$ cat config.mk
export PLATFORM = sky130hd
export DESIGN_NAME = bkpt_responder
export DESIGN_NICKNAME = d
export VERILOG_FILES = /design/src/rtl/bkpt_pkg.sv /design/src/rtl/bkpt_cycle_fsm.sv /design/src/rtl/bkpt_word_bank.sv /design/src/rtl/bkpt_hit_counters.sv /design/src/rtl/bkpt_responder.sv
export SDC_FILE = /design/constraint.sdc
export NUM_CORES = 1
export LEC_CHECK = 0
export BUFFER_PORTS_ARGS = -buffer_cell sky130_fd_sc_hd__buf_2
export CAP_MARGIN = 30
export CORE_ASPECT_RATIO = 1.5
export CORE_UTILIZATION = 40
export DETAILED_ROUTE_END_ITERATION = 6
export PLACE_DENSITY_LB_ADDON = 0.05
export SLEW_MARGIN = 25
export SYNTH_ARGS = -nofsm -noshare
export SYNTH_HDL_FRONTEND = slang
export SYNTH_HIERARCHICAL = 1
export SYNTH_SLANG_ARGS = --single-unit
$ cat constraint.sdc
create_clock -name clk -period 6.8 [get_ports clk]
set_input_delay 1.02 -clock clk [delete_from_list [all_inputs] [get_ports clk]]
set_output_delay 1.02 -clock clk [all_outputs]
set_load 0.02 [all_outputs]
$ cat src/rtl/bkpt_pkg.sv
// Package: shared encodings for the breakpoint acknowledge responder.
// Assumes the write-port action field is two bits wide.
package bkpt_pkg;
    typedef enum logic [1:0] {
        CFG_WORD     = 2'd0,
        CFG_LIMIT    = 2'd1,
        CFG_CLRCNT   = 2'd2,
        CFG_CLRHALT  = 2'd3
    } cfg_sel_e;
endpackage

$ cat src/rtl/bkpt_cycle_fsm.sv
// Module: bkpt_cycle_fsm
// Recognises a breakpoint acknowledge cycle and keeps the acknowledge
// up until the strobe drops. Assumes synchronous, glitch-free bus inputs.
module bkpt_cycle_fsm #(
    parameter int ID_W = 3
) (
    input  logic            clk,
    input  logic            rst_n,
    input  logic            strobe,
    input  logic            bkack,
    input  logic [ID_W-1:0] id_in,
    output logic            accept,
    output logic [ID_W-1:0] accept_id,
    output logic            active
);
    logic active_q;

    // Start a cycle only when idle, so a held strobe is accepted once.
    always_comb begin
        accept    = !active_q && strobe && bkack;
        accept_id = id_in;
        active    = active_q;
    end

    // Cycle state: set on acceptance, cleared once the strobe is seen low.
    always_ff @(posedge clk) begin
        if (!rst_n) begin
            active_q <= 1'b0;
        end else if (accept) begin
            active_q <= 1'b1;
        end else if (active_q && !strobe) begin
            active_q <= 1'b0;
        end
    end
endmodule

$ cat src/rtl/bkpt_word_bank.sv
// Module: bkpt_word_bank
// Stores one replacement operation word per breakpoint and captures the
// selected word at acceptance. Assumes accept is high for one edge only.
module bkpt_word_bank #(
    parameter int ID_W = 3,
    parameter int OP_W = 16
) (
    input  logic            clk,
    input  logic            rst_n,
    input  logic            wr_en,
    input  logic [ID_W-1:0] wr_idx,
    input  logic [OP_W-1:0] wr_data,
    input  logic            accept,
    input  logic [ID_W-1:0] accept_id,
    input  logic            active,
    output logic [OP_W-1:0] data_out
);
    localparam int NUM_BP = 1 << ID_W;

    logic [OP_W-1:0] word_q [NUM_BP];
    logic [OP_W-1:0] out_q;

    for (genvar g = 0; g < NUM_BP; g++) begin : g_word
        // Word store for breakpoint g, loaded from the write port.
        always_ff @(posedge clk) begin
            if (!rst_n) begin
                word_q[g] <= '0;
            end else if (wr_en && wr_idx == ID_W'(g)) begin
                word_q[g] <= wr_data;
            end
        end
    end

    // Capture the pre-write word at acceptance and hold it for the cycle.
    always_ff @(posedge clk) begin
        if (!rst_n) begin
            out_q <= '0;
        end else if (accept) begin
            out_q <= word_q[accept_id];
        end
    end

    // Drive zero whenever the bus is not being driven.
    always_comb begin
        data_out = active ? out_q : '0;
    end
endmodule

$ cat src/rtl/bkpt_hit_counters.sv
// Module: bkpt_hit_counters
// Saturating hit counter and terminal count per breakpoint, plus the
// sticky halt request. Assumes at most one acceptance per edge.
module bkpt_hit_counters #(
    parameter int ID_W  = 3,
    parameter int CNT_W = 8
) (
    input  logic             clk,
    input  logic             rst_n,
    input  logic             lim_we,
    input  logic             clr_cnt_we,
    input  logic             clr_halt,
    input  logic [ID_W-1:0]  idx,
    input  logic [CNT_W-1:0] lim_data,
    input  logic             accept,
    input  logic [ID_W-1:0]  accept_id,
    output logic             halt
);
    localparam int NUM_BP = 1 << ID_W;
    localparam logic [CNT_W-1:0] CNT_MAX = '1;

    logic [CNT_W-1:0] cnt_q [NUM_BP];
    logic [CNT_W-1:0] lim_q [NUM_BP];
    logic [NUM_BP-1:0] hit;
    logic halt_q;

    for (genvar g = 0; g < NUM_BP; g++) begin : g_bp
        logic             inc;
        logic [CNT_W-1:0] cnt_next;

        // Saturating next value and terminal-count test for breakpoint g.
        always_comb begin
            inc      = accept && accept_id == ID_W'(g);
            cnt_next = (cnt_q[g] == CNT_MAX) ? cnt_q[g] : cnt_q[g] + 1'b1;
            hit[g]   = inc && lim_q[g] != '0 && cnt_next >= lim_q[g];
        end

        // Counter for breakpoint g; a clear beats a same-edge increment.
        always_ff @(posedge clk) begin
            if (!rst_n) begin
                cnt_q[g] <= '0;
            end else if (clr_cnt_we && idx == ID_W'(g)) begin
                cnt_q[g] <= '0;
            end else if (inc) begin
                cnt_q[g] <= cnt_next;
            end
        end

        // Terminal count for breakpoint g; zero means never halt.
        always_ff @(posedge clk) begin
            if (!rst_n) begin
                lim_q[g] <= '0;
            end else if (lim_we && idx == ID_W'(g)) begin
                lim_q[g] <= lim_data;
            end
        end
    end

    // Sticky halt request; a new hit beats a same-edge clear.
    always_ff @(posedge clk) begin
        if (!rst_n) begin
            halt_q <= 1'b0;
        end else if (|hit) begin
            halt_q <= 1'b1;
        end else if (clr_halt) begin
            halt_q <= 1'b0;
        end
    end

    always_comb halt = halt_q;
endmodule

$ cat src/rtl/bkpt_responder.sv
// Module: bkpt_responder (top)
// Answers breakpoint acknowledge cycles with a stored operation word,
// counts hits per breakpoint and raises a sticky halt request.
// Assumes a synchronous strobe/acknowledge bus and a one-cycle write port.
module bkpt_responder #(
    parameter int ID_W  = 3,
    parameter int OP_W  = 16,
    parameter int CNT_W = 8
) (
    input  logic            clk,
    input  logic            rst_n,
    input  logic            bus_strobe,
    input  logic            bus_bkack,
    input  logic [ID_W-1:0] bkpt_id,
    output logic [OP_W-1:0] bus_data,
    output logic            bus_oe,
    output logic            bus_term,
    input  logic            cfg_we,
    input  logic [1:0]      cfg_sel,
    input  logic [ID_W-1:0] cfg_idx,
    input  logic [OP_W-1:0] cfg_wdata,
    output logic            halt_req
);
    import bkpt_pkg::*;

    logic            accept;
    logic [ID_W-1:0] accept_id;
    logic            active;
    logic            we_word, we_lim, we_clrcnt, we_clrhalt;

    // Decode the write action.
    always_comb begin
        we_word    = cfg_we && cfg_sel_e'(cfg_sel) == CFG_WORD;
        we_lim     = cfg_we && cfg_sel_e'(cfg_sel) == CFG_LIMIT;
        we_clrcnt  = cfg_we && cfg_sel_e'(cfg_sel) == CFG_CLRCNT;
        we_clrhalt = cfg_we && cfg_sel_e'(cfg_sel) == CFG_CLRHALT;
    end

    bkpt_cycle_fsm #(.ID_W(ID_W)) i_fsm (
        .clk(clk), .rst_n(rst_n), .strobe(bus_strobe), .bkack(bus_bkack),
        .id_in(bkpt_id), .accept(accept), .accept_id(accept_id), .active(active)
    );

    bkpt_word_bank #(.ID_W(ID_W), .OP_W(OP_W)) i_bank (
        .clk(clk), .rst_n(rst_n), .wr_en(we_word), .wr_idx(cfg_idx),
        .wr_data(cfg_wdata), .accept(accept), .accept_id(accept_id),
        .active(active), .data_out(bus_data)
    );

    bkpt_hit_counters #(.ID_W(ID_W), .CNT_W(CNT_W)) i_cnt (
        .clk(clk), .rst_n(rst_n), .lim_we(we_lim), .clr_cnt_we(we_clrcnt),
        .clr_halt(we_clrhalt), .idx(cfg_idx), .lim_data(cfg_wdata[CNT_W-1:0]),
        .accept(accept), .accept_id(accept_id), .halt(halt_req)
    );

    // Output enable and termination share the cycle state.
    always_comb begin
        bus_oe   = active;
        bus_term = active;
    end
endmodule

[After elaboration in Yosys (flattened, before gate mapping)]
Memory sizes are Yosys's and may differ from the RTL's. A register that Yosys moved wholly into a read port is not among the register bits.
Index checks and enable logic that the tools add are counted.
Storage, ports and cells
  memories kept: 3
  output and inout bits: 19
  input bits: 29
  bits in latches: 0
  bits in registers: 2
  word-level logic and storage cells: 300
  RAM bits: 256
  ROM bits: 0
Cells by class
  multiplexer cells: 150
  bitwise logic cells: 32
  reductions and logical operators: 72
  multiply operators: 0
  $add $sub $neg: 8
  shift-type cells: 0
  div/mod/pow operators: 0
  magnitude comparators: 8
  equality and inequality tests: 25
Memories
  i_bank.word_q: words 8, width 16, rd ports 1, clocked after Yosys merged registers in 1, wr ports 8, line bkpt_word_bank.sv:20  | logic [OP_W-1:0] word_q [NUM_BP];
  i_cnt.cnt_q: words 8, width 8, rd ports 8, clocked after Yosys merged registers in 0, wr ports 8, line bkpt_hit_counters.sv:22  | logic [CNT_W-1:0] cnt_q [NUM_BP];
  i_cnt.lim_q: words 8, width 8, rd ports 8, clocked after Yosys merged registers in 0, wr ports 8, line bkpt_hit_counters.sv:23  | logic [CNT_W-1:0] lim_q [NUM_BP];
Operator list (number)
  $mux 8: 32
  $mux 16: 9
  $mux 1: 109
  $add 8x1->8 const B: 8
  $eq 8x8->1 const B: 8
  $ge 8x8->1: 8
  $reduce_bool 8->1: 8
  $logic_and 1x1->1: 55
  $or 1x1->1: 32
  $eq 3x3->1 const B: 8
  $eq 3x2->1 const B: 4
  $reduce_or 8->1: 1
  $eq 3x1->1 const B: 2
  $logic_not 3->1: 2
  $eq 2x2->1 const B: 2
  $reduce_bool 2->1: 2
  $logic_not 1->1: 3
  $eq 2x1->1 const B: 1
  $logic_not 2->1: 1

[Depth between registers and ports, before layout]
Gate-level depths: netlist (run 1).
  depth after elaboration: 9
  mapped depth: 14
  gate-level depth less buffers: 14

[Cells and area by module]
The synthesis (run 1) kept the hierarchy.
By module, submodules not included
  bkpt_hit_counters: seq. area each 3863.7 um2, instances 1, area an instance 8052.7 um2, cells an instance 775
  bkpt_word_bank: seq. area each 4164.0 um2, instances 1, area an instance 6487.5 um2, cells an instance 470
  bkpt_cycle_fsm: seq. area each 20.0 um2, instances 1, area an instance 62.6 um2, cells an instance 6
  bkpt_responder: seq. area each 0.0 um2, instances 1, area an instance 45.0 um2, cells an instance 5

[Least setup slack after synthesis (run 1)]
Ideal clock, no wire load.
  path kind: input to register
  start point: input cfg_sel[0]
  end point: memory i_bank.word_q[0][0] (enable)
  data required time: 6.385 ns
  setup time: 0.415 ns
  buffers on the path: 0
  stages on the path: 3
  path slack: 3.722 ns
  arrival: 2.663 ns
  cell sequence: nor3b_2 > nand2b_1 > o31ai_1
RTL lines
  start, declared: line bkpt_responder.sv:19  | input logic [1:0] cfg_sel,
  end, declared: line bkpt_word_bank.sv:20

==> flow_metrics.env, run 1 <==
export IMPL_drv_cap=0
export IMPL_synth_area_per_cell_um2=11.66
export IMPL_gp_congestion=0.8289
export IMPL_min_period_over_period=0.5005
export IMPL_dp_hpwl_um=26000
export IMPL_fin_area_mm2=0.01645
export IMPL_skew_ps=25.47
export IMPL_arrival_ps=3820
export IMPL_cts_max_path_buffers=3
export IMPL_fp_dieW_um=158.2
export IMPL_h_tree_depth=1
export IMPL_crit_buf_inv=0
export IMPL_power_leakage_uw=0.006389
export IMPL_cts_root_buf="clkbuf_16"
export IMPL_num_rows=85
export IMPL_regArea_mm2=0.008048
export IMPL_syn_nets=1357
export IMPL_cts_sinks=274
export IMPL_cts_tree="built"
export IMPL_async_flop_share=0
export IMPL_start_util=0.4075
export IMPL_ys_seq_area_frac=0.5494
export IMPL_fillers=3432
export IMPL_cp_required_ps=7220
export IMPL_ant_nets=0
export IMPL_utilization=0.4577
export IMPL_hold_viol_final=0
export IMPL_ys_ff_latch=274
export IMPL_vias_per_cell=5.210
export IMPL_core_area_mm2=0.03595
export IMPL_drive_gt1_frac=0.1387
export IMPL_grt_use_total=0.2021
export IMPL_worstPathCellList="ha_1 > and3_1 > and3_1 > nand3_2 > xnor2_1 > ha_1 > nand2b_1 > a2111oi_0 > nor3_1 > o21a_1 > a311oi_1 > a41oi_1"
export IMPL_place_area_mm2=0.01545
export IMPL_dieArea_mm2=0.03740
export IMPL_first_iter_violations=469
export IMPL_route_detailed_drc=0
export IMPL_grt_pass1_vias=9790
export IMPL_hold_path_class="flop to flop"
export IMPL_io_buffer_count=47
export IMPL_ir_drop_uv=173.2
export IMPL_dp_slack_ps=3367
export IMPL_clkLatencyLatePin_ps=560
export IMPL_synth_flop_cell="edfxtp_1"
export IMPL_startpoint_type="flop"
export IMPL_status="finished, final reports clean"
export IMPL_post_cts_resize_count=0
export IMPL_slew_headroom=0.3402
export IMPL_cts_buffers=29
export IMPL_yosys_area_top_type="edfxtp_1"
export IMPL_dr_pass1_iters=5
export IMPL_path_delay_family="compound AO/OA/AOI/OAI gates"
export IMPL_grt_max_degree=43
export IMPL_clkTransAtPathRegs_ps=60
export IMPL_synth_top_area_share=0.5248
export IMPL_multiInputGateArea_mm2=0.006092
export IMPL_fmax_mhz=293.8
export IMPL_worstPathMaxFanout=6
export IMPL_cp_slowest_cell="a311oi_1"
export IMPL_diodes=0
export IMPL_grt_overflow=0
export IMPL_holdWs_ps=526.3
export IMPL_p_per_area_mw_per_mm2=242.4
export IMPL_antenna_found_initial=0
export IMPL_die_y_um=236.4
export IMPL_pin_count=48
export IMPL_grt_pass1_wl_um=55750
export IMPL_syn_inst=1256
export IMPL_synth_edf_count=256
export IMPL_fin_nets=1420
export IMPL_post_cts_buffers=0
export IMPL_vias=9477
export IMPL_wl_per_cell_um=20.16
export IMPL_final_max_slew_viol_count=0
export IMPL_synth_area_mm2=0.01465
export IMPL_cp_end_kind="flop"
export IMPL_critical_path_class="flop to flop"
export IMPL_tightest_slew_ps=989.7
export IMPL_layout_commonest_cell="edfxtp_1"
export IMPL_area_growth_synth_to_final_pct=12.33
export IMPL_post_route_min_period_ps=3403
export IMPL_mostFrequentLayoutCells="edfxtp_1 (256), and2_1 (211), nor2_1 (75), inv_1 (75), ha_1 (72)"
export IMPL_finalSetupTns_ps=0
export IMPL_crit_path_max_incr_delay_ps=430
export IMPL_holdBufCountCts=0
export IMPL_wirelength_um=36660
export IMPL_synth_cell_types=62
export IMPL_final_setup_viol_count=0
export IMPL_synth_area_top_cells="edfxtp_1 (52%), and2_1 (9.0%), ha_1 (6.2%), mux2_2 (2.9%), dfxtp_1 (2.5%)"
export IMPL_rsz0062_at_grt="false"
export IMPL_setup_ws_ps=3397
export IMPL_yosysWarnings=6
## cell usage after synthesis (all sizes together) (3+ instances only)
cell type  number
a21oi          50
xnor2          24
buf            18
a221o          11
nor2           75
and2          211
nor4           17
nor2b          43
nand4          10
nand2b         18
a211oi          7
a22oi           6
dfxtp          18
o2111a          7
clkbuf         24
o31ai           3
o221ai         10
o22ai          11
nand3          37
and3           19
nand2          44
mux2i          34
and3b           3
o21ai          55
mux2           39
a2111oi         5
or2             3
inv            75
a21o            7
nor3           12
edfxtp        256
ha             72
xor2            4
o211ai         10
## worst min-delay path, delay by kind of cell, from the launching register on
family / cells / cell delay [ps]
compound gates: 2 / 180
flops: 1 / 300
## stage by stage
stage          total power, µW  instances
5_1_grt                   4136       1819
4_1_cts                   4037       1818
3_3_place_gp              2346       1760
3_5_place_dp              2351       1765
6_report                  3988       1819
2_1_floorplan             2217       1256
## final timing paths
| path | from | to | slack (ps) | cells after the start |
|---|---|---|---|---|
| worst max-delay path | i_cnt/cnt_q[1][24]$_SDFFCE_PN0P_ | i_cnt/halt$_SDFFE_PN0P_ | 3400 | 12 |
| worst min register to register | i_bank/out_q[5]$_SDFFE_PN0P_ | i_bank/out_q[5]$_SDFFE_PN0P_ | 530 | 2 |
| worst min-delay path | i_bank/out_q[5]$_SDFFE_PN0P_ | i_bank/out_q[5]$_SDFFE_PN0P_ | 530 | 2 |
| worst max register to register | i_cnt/cnt_q[1][24]$_SDFFCE_PN0P_ | i_cnt/halt$_SDFFE_PN0P_ | 3400 | 12 |
## sequential cells by signal, summed over array words and instances, names as in the netlist
name,cells
i_cnt/lim_q,64
i_bank/word_q,128
i_bank/out_q,16
i_cnt/halt,1
i_cnt/cnt_q,64
i_fsm/active,1
## layout make-up
cell class | count | share of cell area
Clock buffer | 33 | 0.04502
Clock inverter | 20 | 0.01574
Inverter | 75 | 0.01711
Multi-Input combinational cell | 865 | 0.3703
Sequential cell | 274 | 0.4891
Tap cell | 478 | 0.03635
Timing Repair Buffer | 74 | 0.02639
## cells by family after synthesis
family,Yosys count,share of synthesized area
XOR/XNOR,28,0.01674
multiplexers,73,0.05347
AO/OA/AOI/OAI,192,0.08585
adder cells (fa/ha/maj),72,0.06150
flip-flops,274,0.5494
buffers and inverters,117,0.03758
AND/OR/NAND/NOR,500,0.1954
## where the power goes
| part | internal (µW) | switching [µW] | total, µW | leakage [µW] |
|---|---|---|---|---|
| sequential | 1930 | 45.9 | 1980 | 0.00264 |
| clock | 1010 | 670 | 1680 | 0.000477 |
| combinational | 121 | 210 | 332 | 0.00327 |
## layer usage
metal  part of all wire  global-route usage
met5                  0                   0
met4              0.036             0.08042
met3              0.032             0.02370
met2               0.56              0.3953
met1               0.38              0.2122
(Power assumes the default switching activity.)
==> run 2, diff against run 1 <==
clock period = 3.55 ns   (was 6.8 ns; I/O delays follow)
==> run 2 against run 1 <==
Cell count grew 0.99%. Combinational power rose by 97%. Largest power group unchanged. Critical endpoint unchanged. Worst setup slack got worse by 3000 ps.
==> flow_metrics.env, run 2 (synthesized netlist as in run 1, its figures left out) <==
export IMPL_status="finished, final reports clean"
export IMPL_vias_per_cell=5.227
export IMPL_cts_sinks=274
export IMPL_dieArea_mm2=0.03740
export IMPL_top_register="i_bank/word_q"
export IMPL_first_iter_violations=444
export IMPL_grt_pass1_vias=9879
export IMPL_hold_viol_final=0
export IMPL_dp_slack_ps=316.0
export IMPL_grt_overflow=0
export IMPL_skew_ps=14.91
export IMPL_reg_largest_list="i_bank/word_q: 128 flops, i_cnt/cnt_q: 64 flops, i_cnt/lim_q: 64 flops"
export IMPL_startpoint_type="flop"
export IMPL_pin_count=48
export IMPL_critical_path_class="flop to flop"
export IMPL_grt_pass1_wl_um=57140
export IMPL_post_cts_buffers=0
export IMPL_grt_use_total=0.2069
export IMPL_rr_startpoint="i_cnt/cnt_q[1][16]$_SDFFCE_PN0P_"
export IMPL_post_route_min_period_ps=3176
export IMPL_cp_slowest_cell="o21ai_0"
export IMPL_fin_area_mm2=0.01655
export IMPL_clkTransAtPathRegs_ps=60
export IMPL_dr_pass1_iters=5
export IMPL_p_per_area_mw_per_mm2=455.4
export IMPL_die_y_um=236.4
export IMPL_cp_required_ps=3960
export IMPL_cts_tree="built"
export IMPL_cts_buffers=29
export IMPL_arrival_ps=3590
export IMPL_final_max_slew_viol_count=0
export IMPL_totalPowerFinal_uw=7538
export IMPL_cts_max_path_buffers=3
export IMPL_tightest_slew_ps=913.8
export IMPL_dp_hpwl_um=26270
export IMPL_ant_nets=0
export IMPL_hp_start="bus_strobe"
export IMPL_clkLatencyLatePin_ps=570
export IMPL_wirelength_um=37340
export IMPL_area_growth_synth_to_final_pct=13.01
export IMPL_io_buffer_count=47
export IMPL_crit_buf_inv=0
export IMPL_setup_ws_ps=373.9
export IMPL_ir_drop_uv=363.4
export IMPL_num_rows=85
export IMPL_path_delay_family="compound AO/OA/AOI/OAI gates"
export IMPL_fin_nets=1434
export IMPL_crit_path_max_incr_delay_ps=480
export IMPL_route_detailed_drc=0
export IMPL_vias=9602
export IMPL_min_period_over_period=0.8947
export IMPL_grt_max_degree=43
export IMPL_cts_root_buf="clkbuf_16"
export IMPL_cp_end_kind="flop"
export IMPL_fp_dieW_um=158.2
export IMPL_critPathLaunch="i_cnt/cnt_q[1][16]$_SDFFCE_PN0P_"
export IMPL_fmax_mhz=314.8
export IMPL_place_area_mm2=0.01558
export IMPL_drv_cap=0
export IMPL_drive_gt1_frac=0.1475
export IMPL_worstRegToRegCells=12
export IMPL_r2r_end="i_cnt/halt$_SDFFE_PN0P_"
export IMPL_reg2reg_slack_ps=370
export IMPL_mostFrequentLayoutCells="edfxtp_1 (256), and2_1 (211), nor2_1 (75), inv_1 (75), ha_1 (72)"
export IMPL_worstSetupEndpoint="i_cnt/halt$_SDFFE_PN0P_"
export IMPL_cpMostUsedCell="ha_1"
export IMPL_h_tree_depth=1
export IMPL_antenna_found_initial=4
export IMPL_fillers=3451
export IMPL_worstPathCellList="ha_1 > nand2_1 > nor2_1 > nand3_1 > xnor2_1 > ha_1 > nand2b_1 > a21o_1 > a211oi_1 > nor4_1 > o21ai_0 > a41oi_1"
export IMPL_layout_commonest_cell="edfxtp_1"
export IMPL_core_area_mm2=0.03595
export IMPL_slew_headroom=0.3908
export IMPL_wl_per_cell_um=20.32
export IMPL_finalSetupTns_ps=0
export IMPL_gp_congestion=0.7957
export IMPL_hold_path_class="primary input to flop"
export IMPL_path_depth=12
export IMPL_largest_reg_flops=128
export IMPL_start_util=0.4075
export IMPL_worstPathMaxFanout=7
export IMPL_power_leakage_uw=0.006460
export IMPL_rsz0062_at_grt="false"
export IMPL_final_setup_viol_count=0
==> run 2: cell count changes in the layout (fill, tap and decap cells not counted), sizes merged <==
cell      change
clkinvlp      -2
clkinv        +2
diode         +3
inv           +1
bufinv        -2
buf          +14
clkbuf        +2
==> run 2: routing by layer <==
metal | global-route usage | share of wire
met5 | 0 | 0
met2 | 0.3934 | 0.55
met1 | 0.2270 | 0.38
met4 | 0.08712 | 0.041
met3 | 0.02186 | 0.030
==> run 2: worst register-to-register path, delay by kind of cell, from the launching register on <==
kind | cells | cell delay [ps]
AOI/OAI and AO/OA | 4 | 1110
xor gates and xnor gates | 1 | 290
adders and majority gates | 2 | 460
DFF | 1 | 380
and+or+nand+nor | 5 | 790
==> run 2: layout make-up <==
class	instances	area [µm²]	share of cell area
Sequential cell	274	8048	0.4862
Multi-Input combinational cell	865	6092	0.3680
Clock buffer	35	758.2	0.04580
Tap cell	478	598.1	0.03613
Timing Repair Buffer	88	570.5	0.03447
Inverter	75	281.5	0.01701
Clock inverter	19	197.7	0.01194
Antenna cell	3	7.507	0.0004535
==> run 2: how the worst min path moves through the flow <==
stage | to | slack, ps | cells after the start
after floorplan | i_bank/out_q[13]$_SDFFE_PN0P_ | 480 | 2
after global placement | i_bank/out_q[13]$_SDFFE_PN0P_ | 510 | 2
after detailed placement | i_bank/out_q[13]$_SDFFE_PN0P_ | 510 | 2
after CTS | i_fsm/active$_SDFFE_PN0P_ | 180 | 2
after global routing | i_fsm/active$_SDFFE_PN0P_ | 200 | 2
final | i_fsm/active$_SDFFE_PN0P_ | 210 | 2
==> run 2: metrics by stage <==
stage	instances	utilization	hold WS, ps
2_1_floorplan	1256	-	481.6
3_3_place_gp	1780	0.4335	508.7
3_5_place_dp	1780	0.4335	510.0
4_1_cts	1834	0.4601	184.6
5_1_grt	1837	0.4605	198.6
6_report	1837	0.4605	214.6
==> run 2: where the power goes <==
| group | internal (µW) | total, µW | switching (µW) | leakage [µW] |
|---|---|---|---|---|
| registers | 3700 | 3790 | 88.0 | 0.00264 |
| logic | 245 | 653 | 408 | 0.00335 |
| clock network | 1810 | 3100 | 1290 | 0.000467 |
| total | 5750 | 7540 | 1780 | 0.00646 |
==> run 2: repair_timing <==
action,4_1_cts,5_1_grt
gates resized for setup,0,3
hold buffers,0,0
endpoints found under the setup margin,0,1
==> run 3, diff against run 2 <==
PLACE_DENSITY = 0.58   (was unset)
PLACE_DENSITY_LB_ADDON = unset   (was 0.05)
==> run 3 against run 2 <==
Worst setup slack lost 16 ps. Sequential share of layout area is essentially flat. Utilization barely moved. Global-route usage decreased by 1.1 points. Die area stayed put. Maximum frequency shrank 0.51%. Register-to-register slack got worse by 20 ps. Count of clock-buffer cells in the layout decreased by 2. Hold slack worse by 1.3 ps. Combinational power decreased by 2%. Clock skew grew 7.5 ps. Via count is 0.98% higher. Critical path type unchanged.
==> flow_metrics.env, run 3 (synthesized netlist as in run 1, its figures left out) <==
export IMPL_status="finished, final reports clean"
export IMPL_mostFrequentLayoutCells="edfxtp_1 (256), and2_1 (211), nor2_1 (75), inv_1 (75), ha_1 (72)"
export IMPL_p_sw_uw=1728
export IMPL_wirelength_um=35540
export IMPL_cp_required_ps=3960
export IMPL_swShare=0.2244
export IMPL_gp_congestion=0.8744
export IMPL_clkLatencyLatePin_ps=570
export IMPL_cts_max_path_buffers=3
export IMPL_first_iter_violations=465
export IMPL_skew_ps=22.44
export IMPL_fp_dieW_um=158.2
export IMPL_num_rows=85
export IMPL_startpoint_type="flop"
export IMPL_drive_gt1_frac=0.1393
export IMPL_pin_count=48
export IMPL_h_tree_depth=1
export IMPL_cts_buffers=28
export IMPL_grt_pass1_vias=9860
export IMPL_post_cts_buffers=0
export IMPL_multiInputGateArea_mm2=0.006068
export IMPL_min_period_over_period=0.8992
export IMPL_tightest_slew_ps=913.4
export IMPL_utilization=0.4604
export IMPL_start_util=0.4075
export IMPL_grt_max_degree=32
export IMPL_antenna_found_initial=2
export IMPL_final_max_slew_viol_count=0
export IMPL_diodes=0
export IMPL_ir_drop_uv=354.8
export IMPL_post_route_min_period_ps=3192
export IMPL_critical_path_class="flop to flop"
export IMPL_cts_sinks=274
export IMPL_cts_root_buf="clkbuf_16"
export IMPL_route_detailed_drc=0
export IMPL_setup_ws_ps=357.8
export IMPL_arrival_ps=3600
export IMPL_cp_slowest_cell="edfxtp_1"
export IMPL_holdBufCountCts=0
export IMPL_internal_power_uw=5969
export IMPL_io_buffer_count=47
export IMPL_top_register="i_bank/word_q"
export IMPL_die_y_um=236.4
export IMPL_cts_tree="built"
export IMPL_dr_pass1_iters=5
export IMPL_grt_use_total=0.1955
export IMPL_vias_per_cell=5.304
export IMPL_dp_hpwl_um=24480
export IMPL_seqPwrFrac=0.493
export IMPL_fillers=3387
export IMPL_dp_slack_ps=339.1
export IMPL_largest_reg_flops=128
export IMPL_clkTransAtPathRegs_ps=60
export IMPL_drv_cap=0
export IMPL_area_growth_synth_to_final_pct=12.98
export IMPL_core_area_mm2=0.03595
export IMPL_final_setup_viol_count=0
export IMPL_worstPathCellList="ha_1 > and3_1 > and3_1 > nand3_2 > mux2_2 > ha_1 > a2111oi_0 > nor3_1 > o21a_1 > a311oi_1 > a41oi_1"
export IMPL_combPwrFrac=0.084
export IMPL_power_leakage_uw=0.006458
export IMPL_vias=9696
export IMPL_ant_nets=0
export IMPL_hold_path_class="primary input to flop"
export IMPL_crit_path_max_incr_delay_ps=440
export IMPL_post_cts_resize_count=0
export IMPL_fmax_mhz=313.3
export IMPL_hold_depth=2
export IMPL_finalSetupTns_ps=0
export IMPL_fin_nets=1430
export IMPL_rsz0062_at_grt="false"
export IMPL_worstRegToRegCells=11
export IMPL_regArea_mm2=0.008048
export IMPL_hold_viol_final=0
export IMPL_worstPathMaxFanout=6
export IMPL_clkPwrFrac=0.424
export IMPL_dieArea_mm2=0.03740
export IMPL_p_per_area_mw_per_mm2=465.1
export IMPL_cp_end_kind="flop"
export IMPL_reg_largest_list="i_bank/word_q: 128 flops, i_cnt/cnt_q: 64 flops, i_cnt/lim_q: 64 flops"
export IMPL_wl_per_cell_um=19.44
export IMPL_grt_pass1_wl_um=54950
export IMPL_layout_commonest_cell="edfxtp_1"
export IMPL_slew_headroom=0.3884
export IMPL_grt_overflow=0
run 3: layout make-up:
cell class / count / area share
Timing Repair Buffer: 85 / 0.03236
Clock buffer: 33 / 0.04347
Tap cell: 478 / 0.03614
Inverter: 75 / 0.01701
Sequential cell: 274 / 0.4863
Clock inverter: 18 / 0.01799
Multi-Input combinational cell: 865 / 0.3667
run 3: final timing paths:
check / from / to / slack, ps
setup reg to reg: i_cnt/cnt_q[1][24]$_SDFFCE_PN0P_ / i_cnt/halt$_SDFFE_PN0P_ / 360
setup / recovery: i_cnt/cnt_q[1][24]$_SDFFCE_PN0P_ / i_cnt/halt$_SDFFE_PN0P_ / 360
hold / removal: bus_bkack / i_fsm/active$_SDFFE_PN0P_ / 210
hold reg to reg: i_bank/out_q[5]$_SDFFE_PN0P_ / i_bank/out_q[5]$_SDFFE_PN0P_ / 530
run 3: layer usage:
metal | GRT usage | vias to the layer above | part of all wire
met5 | 0 | - | 0.00062
met4 | 0.06731 | 4 | 0.029
met3 | 0.02333 | 74 | 0.034
met2 | 0.3696 | 165 | 0.54
met1 | 0.2207 | 4752 | 0.40
li1 | - | 4701 | -
run 3: power groups by stage:
| stage | Clock, µW | Combinational, µW | Sequential, µW |
|---|---|---|---|
| 6_report | 3260 | 643 | 3790 |
| 5_1_grt | 3460 | 711 | 3810 |
| 4_1_cts | 3340 | 652 | 3790 |
| 3_5_place_dp | 0 | 649 | 3860 |
| 3_3_place_gp | 0 | 640 | 3850 |
| 2_1_floorplan | 0 | 417 | 3830 |
run 3: stage by stage:
stage / area [µm²] / std cells / total power (µW) / hold slack, ps
after floorplan: 14650 / 1256 / 4247 / 481.6
after global placement: 15530 / 1777 / 4492 / 503.7
after detailed placement: 15530 / 1777 / 4508 / 505.7
after CTS: 16550 / 1828 / 7778 / 189.3
after global routing: 16550 / 1828 / 7983 / 207.4
final: 16550 / 1828 / 7697 / 213.3
run 3: worst max-delay path: cells and delay by family (launching register included):
kind | cells | cell delay, ps
and+or+nand+nor | 4 | 630
muxes | 1 | 360
DFF | 1 | 440
adders and majority gates | 2 | 550
AOI/OAI and AO/OA | 4 | 1070
